==> config.mk <==
export PLATFORM = sky130hd
export DESIGN_NAME = ext_bus_strobe_gen
export DESIGN_NICKNAME = d
export VERILOG_FILES = /design/src/rtl/xbs_pkg.sv /design/src/rtl/xbs_phase_ctr.sv /design/src/rtl/xbs_ctrl_reg.sv /design/src/rtl/xbs_strobe_decode.sv /design/src/rtl/ext_bus_strobe_gen.sv
export SDC_FILE = /design/constraint.sdc
export NUM_CORES = 1
export LEC_CHECK = 0
export BUFFER_PORTS_ARGS = -buffer_cell sky130_fd_sc_hd__buf_2
export CAP_MARGIN = 20
export CORE_AREA = 8 8 45 47
export CTS_BUF_LIST = sky130_fd_sc_hd__clkbuf_4 sky130_fd_sc_hd__clkbuf_8 sky130_fd_sc_hd__clkbuf_16
export CTS_CLUSTER_DIAMETER = 80
export DETAILED_ROUTE_END_ITERATION = 16
export DIE_AREA = 0 0 53 55
export PLACE_DENSITY = 0.66
export SLEW_MARGIN = 10
export SYNTH_ARGS = -nofsm -noshare
export SYNTH_HDL_FRONTEND = slang
export SYNTH_HIERARCHICAL = 1
export SYNTH_SLANG_ARGS = --single-unit
==> constraint.sdc <==
create_clock -name clk -period 3.7 [get_ports clk]
set_clock_uncertainty 0.05 [all_clocks]
set_input_delay 0 -clock clk [delete_from_list [all_inputs] [get_ports clk]]
set_output_delay 0 -clock clk [all_outputs]
set_load 0.03 [all_outputs]
==> src/rtl/xbs_pkg.sv <==
package xbs_pkg;

    typedef enum logic [1:0] {
        MODE_RUN   = 2'd0,
        MODE_IDLE  = 2'd1,
        MODE_PDOWN = 2'd2
    } pwr_mode_t;

    typedef struct packed {
        logic ext_code;
        logic ext_data;
        logic movx;
        logic idle;
        logic pdown;
        logic emul;
    } core_state_t;

    typedef struct packed {
        logic level;
        logic oe;
        logic wpu;
    } pin_drive_t;

    // power-down outranks idle
    function automatic pwr_mode_t pick_mode(input logic idle, input logic pdown);
        if (pdown)     return MODE_PDOWN;
        else if (idle) return MODE_IDLE;
        else           return MODE_RUN;
    endfunction

    function automatic logic disable_overridden(input core_state_t st);
        return st.ext_code | st.movx | st.idle | st.pdown | st.emul;
    endfunction

endpackage

==> src/rtl/xbs_phase_ctr.sv <==
module xbs_phase_ctr #(
    parameter int CYCLE_LEN = 12,
    localparam int PH_W = $clog2(CYCLE_LEN)
) (
    input  logic            clk,
    input  logic            rst,
    output logic [PH_W-1:0] phase_o
);
    localparam logic [PH_W-1:0] LAST = PH_W'(CYCLE_LEN - 1);

    always_ff @(posedge clk) begin
        if (rst)                phase_o <= '0;
        else if (phase_o == LAST) phase_o <= '0;
        else                    phase_o <= phase_o + 1'b1;
    end

    p_phase_wrap_r1: assert property (@(posedge clk) disable iff (rst)
        (phase_o == LAST) |=> (phase_o == '0));
    p_phase_step_r1: assert property (@(posedge clk) disable iff (rst)
        (phase_o != LAST) |=> (phase_o == $past(phase_o) + 1'b1));
    p_phase_range_r1: assert property (@(posedge clk) disable iff (rst)
        phase_o <= LAST);

endmodule

==> src/rtl/xbs_ctrl_reg.sv <==
module xbs_ctrl_reg #(
    parameter int ADDR_W = 8,
    parameter int DATA_W = 8,
    parameter int CTRL_ADDR = 'h8E
) (
    input  logic              clk,
    input  logic              rst,
    input  logic              we_i,
    input  logic [ADDR_W-1:0] addr_i,
    input  logic [DATA_W-1:0] wdata_i,
    output logic [DATA_W-1:0] rdata_o,
    output logic              dis_o
);
    logic hit;
    assign hit = we_i && (addr_i == ADDR_W'(CTRL_ADDR));

    always_ff @(posedge clk) begin
        if (rst)      dis_o <= 1'b0;
        else if (hit) dis_o <= wdata_i[0];
    end

    assign rdata_o = {{(DATA_W-1){1'b0}}, dis_o};

    p_ctrl_load_r5: assert property (@(posedge clk) disable iff (rst)
        (we_i && addr_i == ADDR_W'(CTRL_ADDR)) |=> (dis_o == $past(wdata_i[0])));
    p_ctrl_hold_r5: assert property (@(posedge clk) disable iff (rst)
        !(we_i && addr_i == ADDR_W'(CTRL_ADDR)) |=> $stable(dis_o));
    p_ctrl_reset_r10: assert property (@(posedge clk)
        $past(rst) |-> (dis_o == 1'b0));

endmodule

==> src/rtl/xbs_strobe_decode.sv <==
module xbs_strobe_decode
    import xbs_pkg::*;
#(
    parameter int CYCLE_LEN = 12,
    parameter int LATCH_LEN = 2,
    parameter int PSEN_START = 3,
    localparam int PH_W = $clog2(CYCLE_LEN),
    localparam int HALF = CYCLE_LEN / 2
) (
    input  logic [PH_W-1:0] phase_i,
    input  core_state_t     st_i,
    input  logic            dis_i,
    output pin_drive_t      latch_o,
    output logic            psen_n_o
);
    logic            second_half;
    logic [PH_W-1:0] sub_phase;
    logic            latch_pulse;
    logic            psen_active;
    logic            disable_live;
    pwr_mode_t       mode;

    always_comb begin
        second_half  = (phase_i >= PH_W'(HALF));
        sub_phase    = second_half ? (phase_i - PH_W'(HALF)) : phase_i;
        latch_pulse  = (sub_phase < PH_W'(LATCH_LEN)) && !(second_half && st_i.ext_data);
        psen_active  = st_i.ext_code && !st_i.ext_data && (sub_phase >= PH_W'(PSEN_START));
        disable_live = dis_i && !disable_overridden(st_i);
        mode         = pick_mode(st_i.idle, st_i.pdown);

        latch_o  = '{level: 1'b1, oe: 1'b1, wpu: 1'b0};
        psen_n_o = 1'b1;
        unique case (mode)
            MODE_PDOWN: begin
                latch_o.level = 1'b0;
                psen_n_o      = 1'b0;
            end
            MODE_IDLE: begin
                latch_o.level = 1'b1;
                psen_n_o      = 1'b1;
            end
            default: begin
                psen_n_o = !psen_active;
                if (disable_live) latch_o = '{level: 1'b1, oe: 1'b0, wpu: 1'b1};
                else              latch_o.level = latch_pulse;
            end
        endcase
    end

endmodule

==> src/rtl/ext_bus_strobe_gen.sv <==
module ext_bus_strobe_gen
    import xbs_pkg::*;
#(
    parameter int CYCLE_LEN = 12,
    parameter int ADDR_W = 8,
    parameter int DATA_W = 8,
    parameter int CTRL_ADDR = 'h8E,
    localparam int PH_W = $clog2(CYCLE_LEN)
) (
    input  logic              clk,
    input  logic              rst,
    input  logic              ext_code_i,
    input  logic              ext_data_i,
    input  logic              movx_i,
    input  logic              idle_i,
    input  logic              pdown_i,
    input  logic              emul_i,
    input  logic              ctrl_we_i,
    input  logic [ADDR_W-1:0] ctrl_addr_i,
    input  logic [DATA_W-1:0] ctrl_wdata_i,
    output logic [DATA_W-1:0] ctrl_rdata_o,
    output logic              latch_o,
    output logic              latch_oe_o,
    output logic              latch_wpu_o,
    output logic              psen_n_o
);
    logic [PH_W-1:0] phase;
    logic            dis;
    core_state_t     st;
    pin_drive_t      latch_drv;

    assign st = '{ext_code: ext_code_i, ext_data: ext_data_i, movx: movx_i,
                  idle: idle_i, pdown: pdown_i, emul: emul_i};

    xbs_phase_ctr #(.CYCLE_LEN(CYCLE_LEN)) u_phase (
        .clk(clk), .rst(rst), .phase_o(phase)
    );

    xbs_ctrl_reg #(.ADDR_W(ADDR_W), .DATA_W(DATA_W), .CTRL_ADDR(CTRL_ADDR)) u_ctrl (
        .clk(clk), .rst(rst), .we_i(ctrl_we_i), .addr_i(ctrl_addr_i),
        .wdata_i(ctrl_wdata_i), .rdata_o(ctrl_rdata_o), .dis_o(dis)
    );

    xbs_strobe_decode #(.CYCLE_LEN(CYCLE_LEN)) u_dec (
        .phase_i(phase), .st_i(st), .dis_i(dis),
        .latch_o(latch_drv), .psen_n_o(psen_n_o)
    );

    assign latch_o     = latch_drv.level;
    assign latch_oe_o  = latch_drv.oe;
    assign latch_wpu_o = latch_drv.wpu;

    p_enables_excl_r6: assert property (@(posedge clk) disable iff (rst)
        latch_oe_o != latch_wpu_o);
    p_override_drives_r7: assert property (@(posedge clk) disable iff (rst)
        (movx_i || emul_i || idle_i || pdown_i || ext_code_i) |-> latch_oe_o);
    p_idle_levels_r8: assert property (@(posedge clk) disable iff (rst)
        (idle_i && !pdown_i) |-> (latch_o && psen_n_o));
    p_pdown_levels_r9: assert property (@(posedge clk) disable iff (rst)
        pdown_i |-> (!latch_o && !psen_n_o));
    p_psen_skip_r4: assert property (@(posedge clk) disable iff (rst)
        (ext_code_i && ext_data_i && !idle_i && !pdown_i) |-> psen_n_o);
    p_no_fetch_r3: assert property (@(posedge clk) disable iff (rst)
        (!ext_code_i && !pdown_i) |-> psen_n_o);
    p_second_pulse_r2: assert property (@(posedge clk) disable iff (rst)
        (ext_data_i && !idle_i && !pdown_i && latch_oe_o && phase >= PH_W'(CYCLE_LEN / 2))
        |-> !latch_o);

endmodule

== Yosys cells after proc, flatten, opt, wreduce, memory -nomap -nowiden ==
Index checks and enable logic that the tools add are counted.

* Register bits: 5
* Input port bits: 25
* Logic and storage cells: 35

* Add/subtract/negate cells: 2
* Magnitude comparators: 3
* Equality and inequality tests: 4
* Multiplexer cells: 8
* Bitwise logic cells: 4
* Reduce and logical (&&, ||, !) cells: 12

{| class="wikitable"
|+ Operator list
! cell !! count
|-
| $eq A8 B8 Y1 const B || 1
|-
| $logic_and A1 B1 Y1 || 6
|-
| $mux W2 || 3
|-
| $add A4 B1 Y4 const B || 1
|-
| $eq A4 B4 Y1 const B || 1
|-
| $ge A4 B2 Y1 const B || 1
|-
| $ge A4 B3 Y1 const B || 1
|-
| $logic_not A1 Y1 || 4
|-
| $lt A4 B2 Y1 const B || 1
|-
| $mux W4 || 1
|-
| $or A1 B1 Y1 || 4
|-
| $pmux W1 S2 || 2
|-
| $reduce_or A2 Y1 || 2
|-
| $sub A4 B3 Y4 const B || 1
|-
| $eq A2 B1 Y1 const B || 1
|-
| $eq A2 B2 Y1 const B || 1
|-
| $mux W1 || 2
|}

== Longest topological paths before layout ==
* Word-level depth: 8
* Gate-level depth with buffers: 3
* Depth with buffers taken out: 3

== By module ==
The synthesis kept the hierarchy.

{| class="wikitable"
|+ By module, submodules not included
! module !! times used !! cells an instance !! area an instance (µm²) !! seq. area each (µm²)
|-
| xbs_phase_ctr || 1 || 16 || 167.7 || 80.1
|-
| xbs_ctrl_reg || 1 || 16 || 133.9 || 20.0
|-
| xbs_strobe_decode || 1 || 13 || 83.8 || 0.0
|}

== Worst setup path before layout ==
Ideal clock, no wire load.

* Kind: reg2out
* Start point: register u_ctrl.dis_o
* End point: output latch_wpu_o
* Data arrival time: 1.322 ns
* Required time: 3.650 ns
* Setup slack: 2.328 ns
* Cell stages (with the launch flop): 4
* Cells stage by stage: dfxtp_1 -> or4b_1 -> or3_4 -> inv_2

* Cells in the longest elaborated chain, start to end: 3

{| class="wikitable"
|+ Ends and longest elaborated chain
! item !! line !! RTL
|-
| start, declared || xbs_ctrl_reg.sv:12 || <nowiki>output logic dis_o</nowiki>
|-
| start signal, assigned || xbs_ctrl_reg.sv:19 || <nowiki>else if (hit) dis_o <= wdata_i[0];</nowiki>
|-
| $logic_and A1 B1 Y1 || xbs_strobe_decode.sv:28 || <nowiki>disable_live = dis_i && !disable_overridden(st_i);</nowiki>
|-
| $mux W2 || xbs_strobe_decode.sv:44 || <nowiki>if (disable_live) latch_o = '{level: 1'b1, oe: 1'b0, wpu: 1'b1};</nowiki>
|-
| $mux W2 || xbs_strobe_decode.sv:33 || <nowiki>unique case (mode)</nowiki>
|-
| end, declared || ext_bus_strobe_gen.sv:24 || <nowiki>output logic latch_wpu_o,</nowiki>
|}

Every way passes these cells.

== Worst setup path in the final report ==
Same ends and word-level chain as after synthesis.

==> results_dict.tcl <==
set metrics [dict create \
    run_status "finished, final reports clean" \
    timing.final.crit_period_ns 1.67 \
    number_of_antenna_violations_at_the_first_check_in_global_routing 0 \
    synth_seq_cells 5 \
    route.detailed.drc 0 \
    startpoint_type "flop" \
    synth_largest_area_cell "sky130_fd_sc_hd__dfxtp_1" \
    synth.cell_area_um2 385 \
    final_net_count 99 \
    grt_pass1_vias 363 \
    synthesis.yosys.warnings 6 \
    share_of_the_yosys_chip_area_belonging_to_registers_pct 26.0 \
    final_antenna_net_count 0 \
    number_of_enable_type_register_cells_in_the_synthesized_netlist 0 \
    worst-r2r-cell-count 3 \
    clockRootBuffer "sky130_fd_sc_hd__clkbuf_4" \
    grt_max_degree 10 \
    design.die.area_um2 2920 \
    critical-path-max-stage-delay_ns 0.46 \
    place_inst 81 \
    drt_first_pass_iters 2 \
    criticalPathCategory "reg2out" \
    place_ws_ns 2.29 \
    critical_path.cell_chain "or4b_1 -> or3_4 -> inv_2 -> buf_2" \
    floorplan.initialDensity_pct 27.8 \
    tot_gr_track_use_pct 6.35 \
    power.total_w 0.000170 \
    fin_ws_ns 2.03 \
    post_synth_num_cell_types 25 \
    worstPathRequired_ns 3.65 \
    finalSetupViolCount 0 \
    cts_post_setup_buffers_inserted 0 \
    max_cap_viol_count 0 \
    layout-drive-gt1-share_pct 40.3 \
    leakage_nw 0.251 \
    final.fill_count 155 \
    synthTopCellsByCount "sky130_fd_sc_hd__buf_4, sky130_fd_sc_hd__nand2b_1, sky130_fd_sc_hd__dfxtp_1" \
    final-max-slew-violation-count 0 \
    clk-insertion-delay-late_ns 0.24 \
    dpl.hpwl_um 787 \
    max_clock_freq_mhz 599 \
    dr_total_vias 391 \
    synth_top_cell_area_share_pct 26.0 \
    critical_path.max_fanout 3 \
    detail_route.vias_per_cell 4.44 \
    min_delay_path_depth 3 \
    yosysMostFrequentCell "sky130_fd_sc_hd__buf_4" \
    initialDrtViolationCount 3 \
    cts_buffers 3 \
    core_area_um2 1380 \
    syn_avg_cell_area_um2 8.56 \
    die_width_um 53 \
    global_route.overflow_total 0 \
    chipHeight_um 55 \
    worst_path_max_delay_cell "sky130_fd_sc_hd__or4b_1" \
    post_synth_inst_count 45 \
    holdCritPathClass "in2out" \
    final.period_utilization_pct 45.1 \
    max-vdd-ir-drop_mv 0.142 \
    powerDensity_nw_per_um2 316 \
    synth-async-reset-ratio_pct 0 \
    postSynth.topFlopCell "sky130_fd_sc_hd__dfxtp_1" \
    final_cell_count_no_fill 88 \
    layout-area-overhead-vs-synth_pct 39.6 \
    floorplan.io_pins 37 \
    fin_setup_tns_ns 0 \
    synth.top_cells.by_area "sky130_fd_sc_hd__dfxtp_1, sky130_fd_sc_hd__buf_4, sky130_fd_sc_hd__nand2b_1" \
    numClockSinks 5 \
    finalWeightedCongestion 0.734 \
    detail_route.wl_per_cell_um 11.1 \
    first_pass_grt_wire_length_um 1370 \
    timing.hold.ws_ns 0.255 \
    wirelength_um 977 \
    finalHoldViolations 0 \
    clk_transition_reported_paths_ns 0.05 \
    antenna-diode-count 0 \
    tritoncts_clock_tree "built" \
    htree_num_levels 1 \
    cts_max_path_buffers 2 \
    rows 14 \
    io_buffer_count 22 \
    worst_setup_path_end_kind "output port" \
    cp_data_arrival_time_ns 1.62 \
    unrepaired_setup_endpoints_after_global_routing "no" \
]
-- final timing paths --
path	endpoint	start	slack (ns)
setup / recovery	latch_wpu_o	u_ctrl/dis_o$_SDFFE_PP0P_	2.03
hold / removal	psen_n_o	pdown_i	0.25
setup reg to reg	u_phase/phase_o[2]$_SDFF_PP0_	u_phase/phase_o[1]$_SDFF_PP0_	2.46
hold reg to reg	u_phase/phase_o[0]$_SDFF_PP0_	u_phase/phase_o[0]$_SDFF_PP0_	0.46
-- metal layers --
metal | track usage (%) | wire (um) | up-vias
li1 | - | - | 203
met5 | 0 | 0 | -
met1 | 5.64 | 340 | 175
met2 | 10.9 | 507 | 13
met4 | 4.74 | 0 | 0
met3 | 3.21 | 129 | 0
-- through the flow --
stage               utilization [%]  instance area [um2]
detailed placement             34.5                  478
global placement               34.5                  478
global route                   38.9                  538
floorplan                         -                  408
finish                         38.9                  538
CTS                            38.9                  538
-- critical path, delay by kind of cell (launching register included) --
| family | cells | cell delay (ns) |
|---|---|---|
| buffers and inverters | 2 | 0.23 |
| DFF | 1 | 0.34 |
| and+or+nand+nor | 2 | 0.81 |
-- power by group --
part / switching (W) / internal, W / leakage (nW)
Sequential: 0.00000468 / 0.0000569 / 0.0409
Clock: 0.0000231 / 0.0000481 / 0.0184
Combinational: 0.0000221 / 0.0000153 / 0.191
Total: 0.0000499 / 0.000120 / 0.251
-- cells in the final DEF, fill, tap and decap left out, types with 2 or more instances in the layout --
| cell type | n |
|---|---|
| sky130_fd_sc_hd__conb_1 | 7 |
| sky130_fd_sc_hd__a31oi_1 | 2 |
| sky130_fd_sc_hd__clkbuf_4 | 4 |
| sky130_fd_sc_hd__buf_2 | 22 |
| sky130_fd_sc_hd__or3b_1 | 2 |
| sky130_fd_sc_hd__nand2b_1 | 6 |
| sky130_fd_sc_hd__a21oi_1 | 2 |
| sky130_fd_sc_hd__nor2_1 | 2 |
| sky130_fd_sc_hd__dfxtp_1 | 5 |
| sky130_fd_sc_hd__dlygate4sd3_1 | 3 |
-- final cells by class --
class,instances,area (um2),area share [%]
Clock buffer,4,30.0,5.58
Inverter,1,3.75,0.698
Multi-Input combinational cell,37,244,45.3
Sequential cell,5,100,18.6
Tap cell,16,20.0,3.72
Timing Repair Buffer,25,140,26.0
-- logic make-up (layout without fill, tap and decap cells) --
family | after synthesis | after routing | synth area share, %
simple gates | 20 | 20 | 37.3
buf+inv | 9 | 30 | 16.6
compound gates | 8 | 8 | 13.3
flops | 5 | 5 | 26.0
fa+ha+maj | 1 | 1 | 3.25
other cells | 1 | 7 | 0.973
mux | 1 | 1 | 2.60
-- sequential cells by signal (all words and copies together) (netlist names) --
name / count
u_phase/phase_o: 4
u_ctrl/dis_o: 1
-- timing repair --
action / 4_1_cts / 5_1_grt
setup endpoints to repair: 0 / 0
hold endpoints to repair: 4 / 0
resized for setup: 0 / 0
hold buffers: 3 / 0
No activity file was read; power rests on OpenSTA's default activity.
